File: src/rtl/rob_alloc_pkg.sv
package rob_alloc_pkg;

    localparam int unsigned MAX_THREADS = 32;

    typedef enum logic [1:0] {
        POL_SHARED = 2'd0,
        POL_SPLIT  = 2'd1,
        POL_CAP    = 2'd2
    } share_pol_e;

    typedef struct packed {
        share_pol_e mode;
        logic       bad;
    } pol_dec_t;

    // Undefined codes fall back to the shared policy and are flagged.
    function automatic pol_dec_t decode_pol(input logic [1:0] raw);
        pol_dec_t d;
        case (raw)
            2'd0:    begin d.mode = POL_SHARED; d.bad = 1'b0; end
            2'd1:    begin d.mode = POL_SPLIT;  d.bad = 1'b0; end
            2'd2:    begin d.mode = POL_CAP;    d.bad = 1'b0; end
            default: begin d.mode = POL_SHARED; d.bad = 1'b1; end
        endcase
        return d;
    endfunction

    function automatic int unsigned count_ones32(input logic [31:0] v);
        int unsigned n;
        n = 0;
        for (int i = 0; i < 32; i++) begin
            n += int'(v[i]);
        end
        return n;
    endfunction

endpackage

File: src/rtl/alloc_limit_calc.sv
module alloc_limit_calc
    import rob_alloc_pkg::*;
#(
    parameter int unsigned NUM_THREADS = 4,
    parameter int unsigned CNT_W       = 8,
    parameter int unsigned TC_W        = 3
) (
    input  share_pol_e                          mode_i,
    input  logic [CNT_W-1:0]                    cap_i,
    input  logic [CNT_W-1:0]                    thr_i,
    input  logic [NUM_THREADS-1:0]              active_i,
    input  logic [TC_W-1:0]                     act_cnt_i,
    input  logic [NUM_THREADS-1:0][CNT_W-1:0]   cur_lim_i,
    output logic [NUM_THREADS-1:0][CNT_W-1:0]   init_lim_o,
    output logic [NUM_THREADS-1:0][CNT_W-1:0]   upd_lim_o
);
    localparam logic [CNT_W-1:0] THREADS_C = CNT_W'(NUM_THREADS);

    logic [CNT_W-1:0] even_share;
    logic [CNT_W-1:0] live_share;
    logic             lone_thread;

    always_comb begin
        even_share  = cap_i / THREADS_C;
        lone_thread = (act_cnt_i == TC_W'(1));
        if (act_cnt_i == '0) begin
            live_share = cap_i;
        end else begin
            live_share = cap_i / CNT_W'(act_cnt_i);
        end
    end

    for (genvar t = 0; t < NUM_THREADS; t++) begin : g_thr
        always_comb begin
            case (mode_i)
                POL_SPLIT: init_lim_o[t] = even_share;
                POL_CAP:   init_lim_o[t] = thr_i;
                default:   init_lim_o[t] = cap_i;
            endcase

            upd_lim_o[t] = cur_lim_i[t];
            if (active_i[t]) begin
                case (mode_i)
                    POL_SPLIT: upd_lim_o[t] = live_share;
                    POL_CAP:   if (lone_thread) upd_lim_o[t] = cap_i;
                    default:   upd_lim_o[t] = cur_lim_i[t];
                endcase
            end
        end
    end

endmodule

File: src/rtl/alloc_free_calc.sv
module alloc_free_calc #(
    parameter int unsigned NUM_THREADS = 4,
    parameter int unsigned CNT_W       = 8
) (
    input  logic [CNT_W-1:0]                    cap_i,
    input  logic [NUM_THREADS-1:0][CNT_W-1:0]   lim_i,
    input  logic [NUM_THREADS-1:0][CNT_W-1:0]   occ_i,
    output logic [NUM_THREADS-1:0][CNT_W-1:0]   free_o,
    output logic [CNT_W-1:0]                    total_free_o
);
    localparam int unsigned SUM_W = CNT_W + $clog2(NUM_THREADS + 1);

    logic [SUM_W-1:0] occ_sum;

    for (genvar t = 0; t < NUM_THREADS; t++) begin : g_free
        always_comb begin
            if (occ_i[t] > lim_i[t]) begin
                free_o[t] = '0;
            end else begin
                free_o[t] = lim_i[t] - occ_i[t];
            end
        end
    end

    always_comb begin
        occ_sum = '0;
        for (int t = 0; t < NUM_THREADS; t++) begin
            occ_sum += SUM_W'(occ_i[t]);
        end
        if (occ_sum > SUM_W'(cap_i)) begin
            total_free_o = '0;
        end else begin
            total_free_o = CNT_W'(SUM_W'(cap_i) - occ_sum);
        end
    end

endmodule

File: src/rtl/rob_share_alloc.sv
module rob_share_alloc
    import rob_alloc_pkg::*;
#(
    parameter int unsigned NUM_THREADS = 4,
    parameter int unsigned MAX_ENTRIES = 192,
    localparam int unsigned CNT_W      = $clog2(MAX_ENTRIES + 1)
) (
    input  logic                                clk,
    input  logic                                rst,
    input  logic [1:0]                          policy_i,
    input  logic [CNT_W-1:0]                    capacity_i,
    input  logic [CNT_W-1:0]                    threshold_i,
    input  logic [NUM_THREADS-1:0]              active_i,
    input  logic [NUM_THREADS-1:0][CNT_W-1:0]   occ_i,
    output logic [NUM_THREADS-1:0][CNT_W-1:0]   limit_o,
    output logic [NUM_THREADS-1:0][CNT_W-1:0]   free_o,
    output logic [CNT_W-1:0]                    total_free_o,
    output logic                                policy_err_o
);
    localparam int unsigned TC_W = $clog2(NUM_THREADS + 1);
    localparam bit SINGLE_CFG    = (NUM_THREADS == 1);

    pol_dec_t                           dec;
    logic [TC_W-1:0]                    act_cnt;
    logic [NUM_THREADS-1:0]             mask_q;
    logic [NUM_THREADS-1:0][CNT_W-1:0]  lim_q;
    logic [NUM_THREADS-1:0][CNT_W-1:0]  init_lim;
    logic [NUM_THREADS-1:0][CNT_W-1:0]  upd_lim;
    logic                               mask_chg;
    logic                               may_update;

    always_comb begin
        dec        = decode_pol(policy_i);
        act_cnt    = TC_W'(count_ones32(32'(active_i)));
        mask_chg   = (active_i != mask_q);
        may_update = mask_chg && (act_cnt != '0)
                     && !(dec.mode == POL_SHARED && SINGLE_CFG);
    end

    alloc_limit_calc #(
        .NUM_THREADS (NUM_THREADS),
        .CNT_W       (CNT_W),
        .TC_W        (TC_W)
    ) u_calc (
        .mode_i     (dec.mode),
        .cap_i      (capacity_i),
        .thr_i      (threshold_i),
        .active_i   (active_i),
        .act_cnt_i  (act_cnt),
        .cur_lim_i  (lim_q),
        .init_lim_o (init_lim),
        .upd_lim_o  (upd_lim)
    );

    always_ff @(posedge clk) begin
        mask_q <= active_i;
        if (rst) begin
            lim_q <= init_lim;
        end else if (may_update) begin
            lim_q <= upd_lim;
        end
    end

    alloc_free_calc #(
        .NUM_THREADS (NUM_THREADS),
        .CNT_W       (CNT_W)
    ) u_free (
        .cap_i        (capacity_i),
        .lim_i        (lim_q),
        .occ_i        (occ_i),
        .free_o       (free_o),
        .total_free_o (total_free_o)
    );

    assign limit_o      = lim_q;
    assign policy_err_o = dec.bad;

endmodule

File: config.mk
export PLATFORM = sky130hd
export DESIGN_NAME = rob_share_alloc
export DESIGN_NICKNAME = d
export VERILOG_FILES = /design/src/rtl/rob_alloc_pkg.sv /design/src/rtl/alloc_limit_calc.sv /design/src/rtl/alloc_free_calc.sv /design/src/rtl/rob_share_alloc.sv
export SDC_FILE = /design/constraint.sdc
export NUM_CORES = 1
export LEC_CHECK = 0
export CAP_MARGIN = 20
export CORE_MARGIN = 1
export CORE_UTILIZATION = 30
export DETAILED_ROUTE_END_ITERATION = 10
export DONT_BUFFER_PORTS = 1
export GPL_TIMING_DRIVEN = 0
export PLACE_DENSITY_LB_ADDON = 0.12
export RECOVER_POWER = 50
export SYNTH_ARGS = -nofsm -noshare
export SYNTH_HDL_FRONTEND = slang
export SYNTH_SLANG_ARGS = --single-unit
File: constraint.sdc
create_clock -name clk -period 10.7 [get_ports clk]
set_input_delay 0.535 -clock clk [delete_from_list [all_inputs] [get_ports clk]]
set_output_delay 0.535 -clock clk [all_outputs]
set_load 0.01 [all_outputs]
# Word level (Yosys, flattened, before mapping)
# Cells that the tools add are included.
# op_classes
n_addsub	11
div_mod_pow	1
order_cmp	5
n_eq_ne	7
n_mux	16
n_reduce_logical	14
# ops
op	count
$mux 8	11
$mux 32	2
$sub 8x8->8	5
$gt 8x8->1	4
$pmux 8 s2	2
$add 11x8->11	2
$reduce_and 4->1	4
$gt 11x8->1	1
$reduce_bool 2->1	5
$add 8x8->9	1
$pmux 3 s3	1
$div 8x3->8	1
$reduce_bool 3->1	2
$eq 2x1->1 const B	2
$eq 2x2->1 const B	2
$ne 4x4->1	1
$add 2x1->3	1
$add 3x1->3	1
$eq 3x1->1 const B	1
$logic_not 3->1	1
$ne 3x2->1 const B	1
$add 1x1->2	1
$logic_not 2->1	1
$logic_and 1x1->1	1
# word_totals
reg_bits	36
in_bits	56
out_inout_bits	73
elab_cells	59

# Logic depth before layout (Yosys ltp)
# depth
word_depth	9
depth_mapped	52
depth_no_buf	51

# Modules after synthesis
# Synthesis repeated with hierarchy kept, for this count alone.
# unflattened
cells_unflattened	785
hier_area_um2	6859.1
# by_module_without_submodules
mod	n_inst	cells_per_inst	area_per_inst_um2	seq_area_each_um2
alloc_free_calc	1	374	2770.2	0.0
alloc_limit_calc	1	326	2389.8	0.0
rob_share_alloc	1	85	1699.1	1041.0

# Worst setup path after synthesis
# No wires, ideal clock.
# synth_path
path_kind	input-to-reg
start	input active_i[0]
end	register lim_q (netlist bit limit_o[0]) (data pin)
setup_ns	0.278
arrival_time_ns	10.622
t_required_ns	10.422
setup_slack_ns	-0.200
stages	52
path_buffers	1
cell_sequence	inv_1 > fa_1 > inv_1 > ha_1 > inv_1 > ha_1 > nor4b_2 > nand2_1 > o21ai_0 > a21oi_1 > ha_1 > o21ai_1 > a21oi_1 > nand2b_1 > nand2_1 > ha_1 > and2_2 > nor3_1 > (+16 left out) > o21bai_1 > a311oi_1 > a22oi_1 > or2_1 > nand2_1 > xnor2_1 > ha_1 > a21o_1 > and2_1 > nor2_1 > o311ai_0 > or3b_4 > mux2_4 > ha_1 > inv_1 > o21ai_0 > nor4_1 > a21oi_1
# synth_via
elab_chain_cells	9
elab_cells_between_ends	10
classes_between	add/sub: 3; div: 1; mux: 5; reduce/logical: 1
# synth_lines
item	line_no	rtl
start, declared	rob_share_alloc.sv:13	input logic [NUM_THREADS-1:0] active_i,
$add 1x1->2 (*)	rob_alloc_pkg.sv:32	n += int'(v[i]);
$add 2x1->3 (*)	rob_alloc_pkg.sv:32	
$add 3x1->3 (*)	rob_alloc_pkg.sv:32	
$div 8x3->8 / $logic_not 3->1 (equally long branches)	alloc_limit_calc.sv:29, alloc_limit_calc.sv:26	
$mux 8 (*)	alloc_limit_calc.sv:26	if (act_cnt_i == '0) begin
$pmux 8 s2 (*)	alloc_limit_calc.sv:43	case (mode_i)
$mux 8 (*)	alloc_limit_calc.sv:42	if (active_i[t]) begin
$mux 32 (*)	rob_share_alloc.sv:59	end else if (may_update) begin
$mux 32 (*)	rob_share_alloc.sv:57	if (rst) begin
end signal, assigned	rob_share_alloc.sv:58	lim_q <= init_lim;
end signal, assigned	rob_share_alloc.sv:60	lim_q <= upd_lim;
end, declared	rob_share_alloc.sv:26	logic [NUM_THREADS-1:0][CNT_W-1:0] lim_q;
# Mark *: on every way between the ends. The rest lies on a longest branch, timed or not. The select of a mux whose other input is x is not followed.
# A chain may end at the register's enable or synchronous reset.

# Worst setup path in the final report
# layout_path
start	input active_i[0]
end	register lim_q (netlist bit limit_o[16]) (data pin)
# The elaborated chain is that of the path after synthesis.

==> results.py <==
metrics = {
    "sta": {
        "fin_crit_sh_pct": 95.7,
        "layout_setup_ws_ns": 0.455,
        "finalClockSkew_ns": 0.00278,
        "fin_crit_ns": 10.24,
        "tightest_slew_ns": 0.897,
        "holdWs_ns": 0.282,
        "timing.fmax_mhz": 97.6,
        "tns_ns": 0,
        "finalMaxSlewViolations": 0,
        "hold_viol_final": 0,
        "setup_viol": 0,
        "max_slew_margin_pct": 39.7,
    },
    "routing": {
        "wl_per_cell_um": 18.1,
        "route.detailed.drc": 0,
        "vias": 4414,
        "finalWirelength_um": 15900,
        "drt_iter0_drc": 183,
        "drt_first_pass_iters": 4,
        "vias_per_cell": 5.05,
        "final_antenna_net_count": 0,
    },
    "power": {
        "p_seq_share_pct": 10.8,
        "intPower_uw": 1190,
        "finalPower_uw": 2250,
        "peakVddDrop_v": 0.000303,
        "pwr_density_cell_nw_per_um2": 356,
        "p_sw_share_pct": 47.0,
        "pwr-share-comb_pct": 82.0,
        "p_sw_uw": 1060,
        "pwr-share-clk_pct": 7.2,
        "power_leakage_uw": 0.00297,
    },
    "global_route": {
        "grt_pass1_vias": 4305,
        "overflow": 0,
        "grt_antenna_before_repair": 1,
        "track_usage_pct": 17.0,
        "grt_pass1_wl_um": 23500,
        "grt_max_degree": 12,
    },
    "min_path": {
        "min_from": "active_i[0]",
        "hp-class": "primary input to flip-flop",
        "min_to": "mask_q[0]",
        "whs_path_depth": 0,
    },
    "critical_path": {
        "end_kind": "flip-flop",
        "critPathSlowestCell": "fa_1",
        "cpPeakStageDelay_ns": 0.53,
        "arrival_ns": 10.24,
        "r2r_cells": 5,
        "reg2reg_slack_ns": 9.03,
        "reg2reg_to": "limit_o[2]",
        "crit_cells": 53,
        "worst-path-max-fanout": 6,
        "crit_required_ns": 10.69,
        "startpoint_type": "primary input",
        "cp_top_family": "simple AND/OR/NAND/NOR gates",
        "rr_startpoint": "mask_q[0]",
        "critPathKind": "primary input to flip-flop",
        "worst-path-buf-inv": 7,
        "crit_top_cell": "ha_1",
    },
    "synth": {
        "post-synth-top-count-cell": "inv_1",
        "yosys-top-cells-area": "ha_1 (21%), edfxtp_1 (18%), inv_1 (6.8%)",
        "yosysTopAreaCell": "ha_1",
        "synth_edf_count": 32,
        "ys_ff_latch": 36,
        "synth_cell_types": 69,
        "synthCells": 601,
        "yosysWarnings": 0,
        "synth_top_area_share_pct": 20.8,
        "syn-num-nets": 761,
        "synth_common_cells": "inv_1 (95), ha_1 (88), nor2_1 (50), a21o_1 (42), a21oi_1 (38)",
        "mappedNetlistArea_um2": 5280,
        "async_flop_share_pct": 0,
        "yosysSeqAreaShare_pct": 19.7,
        "syn_area_per_cell_um2": 8.79,
        "synth_ff_type": "edfxtp_1",
    },
    "floorplan": {
        "initial_utilization_pct": 30.6,
        "die_w_um": 135,
        "die_h_um": 135,
        "io_pins": 129,
        "core-area_um2": 17200,
        "row_count": 48,
        "die-area_um2": 18100,
    },
    "clocking": {
        "clk_latency_ns": 0.27,
        "cts_tree": "yes",
        "cts.sinks": 36,
        "cts_buffers": 5,
        "cts_max_level": 2,
        "clock_path_buffers": 2,
        "clockRootBuffer": "clkbuf_16",
        "clk_pin_slew_ns": 0.05,
    },
    "status": {
        "status": "finished, final reports clean",
    },
    "placement": {
        "placedInstanceArea_um2": 5580,
        "io_buffer_count": 0,
        "gp_congestion": 0.861,
        "dp_slack_ns": -1.95,
        "dp_hpwl_um": 13100,
    },
    "final_layout": {
        "design_area_um2": 6340,
        "drive_above_1_share_pct": 17.6,
        "nets": 808,
        "area_delta_synth_final_pct": 19.9,
        "num_antenna_cells": 0,
    },
    "job": {
        "max-cap-violations": 0,
    },
}
[worst max path at each step]
| stage | end | start | slack, ns |
|---|---|---|---|
| 2_1_floorplan | limit_o[0] | active_i[0] | 0.007 |
| 3_3_place_gp | limit_o[0] | active_i[0] | -1.93 |
| 3_5_place_dp | limit_o[0] | active_i[0] | -1.95 |
| 4_1_cts | limit_o[16] | active_i[0] | 0.01 |
| 5_1_grt | limit_o[16] | active_i[0] | -0.02 |
| 6_report | limit_o[16] | active_i[0] | 0.46 |
[per-stage QoR]
stage               util (%)  instances
finish                  36.8        874
global placement        32.4        826
floorplan                  -        601
CTS                     35.0        851
detailed placement      32.4        826
global route            36.8        874
[cell usage in the layout (no fill, tap or decap), types with 7 or more instances in the layout]
cell type,synthesis,routed
xnor2_1,35,34
o21a_1,10,10
ha_1,88,81
nor3_1,19,15
inv_1,95,93
o21ai_0,10,8
edfxtp_1,32,32
nand2b_1,8,7
buf_4,0,38
o21bai_1,9,8
nand3_1,7,7
nor2_1,50,48
fa_1,16,16
clkbuf_1,5,7
a21o_1,42,42
a21oi_1,38,30
xor2_1,15,15
nor2b_1,13,13
nand2_1,22,19
[timing repair]
| action | in CTS | in global routing |
|---|---|---|
| resized for setup | 31 | 24 |
| setup endpoints to repair | 8 | 4 |
| hold buffers | 0 | 0 |
| endpoints found under the hold margin | 0 | 0 |
| pin swaps | 19 | 27 |
| setup buffers | 17 | 23 |
[power groups by stage]
stage               clock, uW  combinational (uW)  sequential, uW
floorplan                   0                1160             231
global placement            0                1410             248
detailed placement          0                1430             248
CTS                       164                1650             245
global route              170                2010             248
finish                    161                1850             244
[final cells by class]
cell class	instances	area (um^2)
Buffer	6	30.0
Clock buffer	6	129
Clock inverter	2	35.0
Fill cell	1779	10900
Inverter	95	360
Multi-Input combinational cell	464	4160
Sequential cell	36	1040
Tap cell	225	282
Timing Repair Buffer	40	300
[routing by layer]
layer	vias to the layer above	share of wire [%]	GRT usage [%]
met5	-	0.11	0
met4	2	2.0	4.49
met3	21	5.8	4.09
met2	100	50	30.6
met1	2085	42	19.9
li1	2206	-	-
[registers in the layout (all words and copies together), names as in the netlist]
register / cells
limit_o: 32
mask_q: 4
[cells by family (layout without fill, tap and decap cells)]
family | count (synthesis) | in the layout | share of synthesized area (%)
fa+ha+maj | 104 | 104 | 26.9
compound gates | 157 | 157 | 21.7
flops | 36 | 36 | 19.7
mux | 7 | 7 | 1.89
xor+xnor | 50 | 50 | 8.29
simple gates | 146 | 146 | 14.3
buf+inv | 101 | 149 | 7.20
Note: power is estimated with default switching activity, not from simulation.
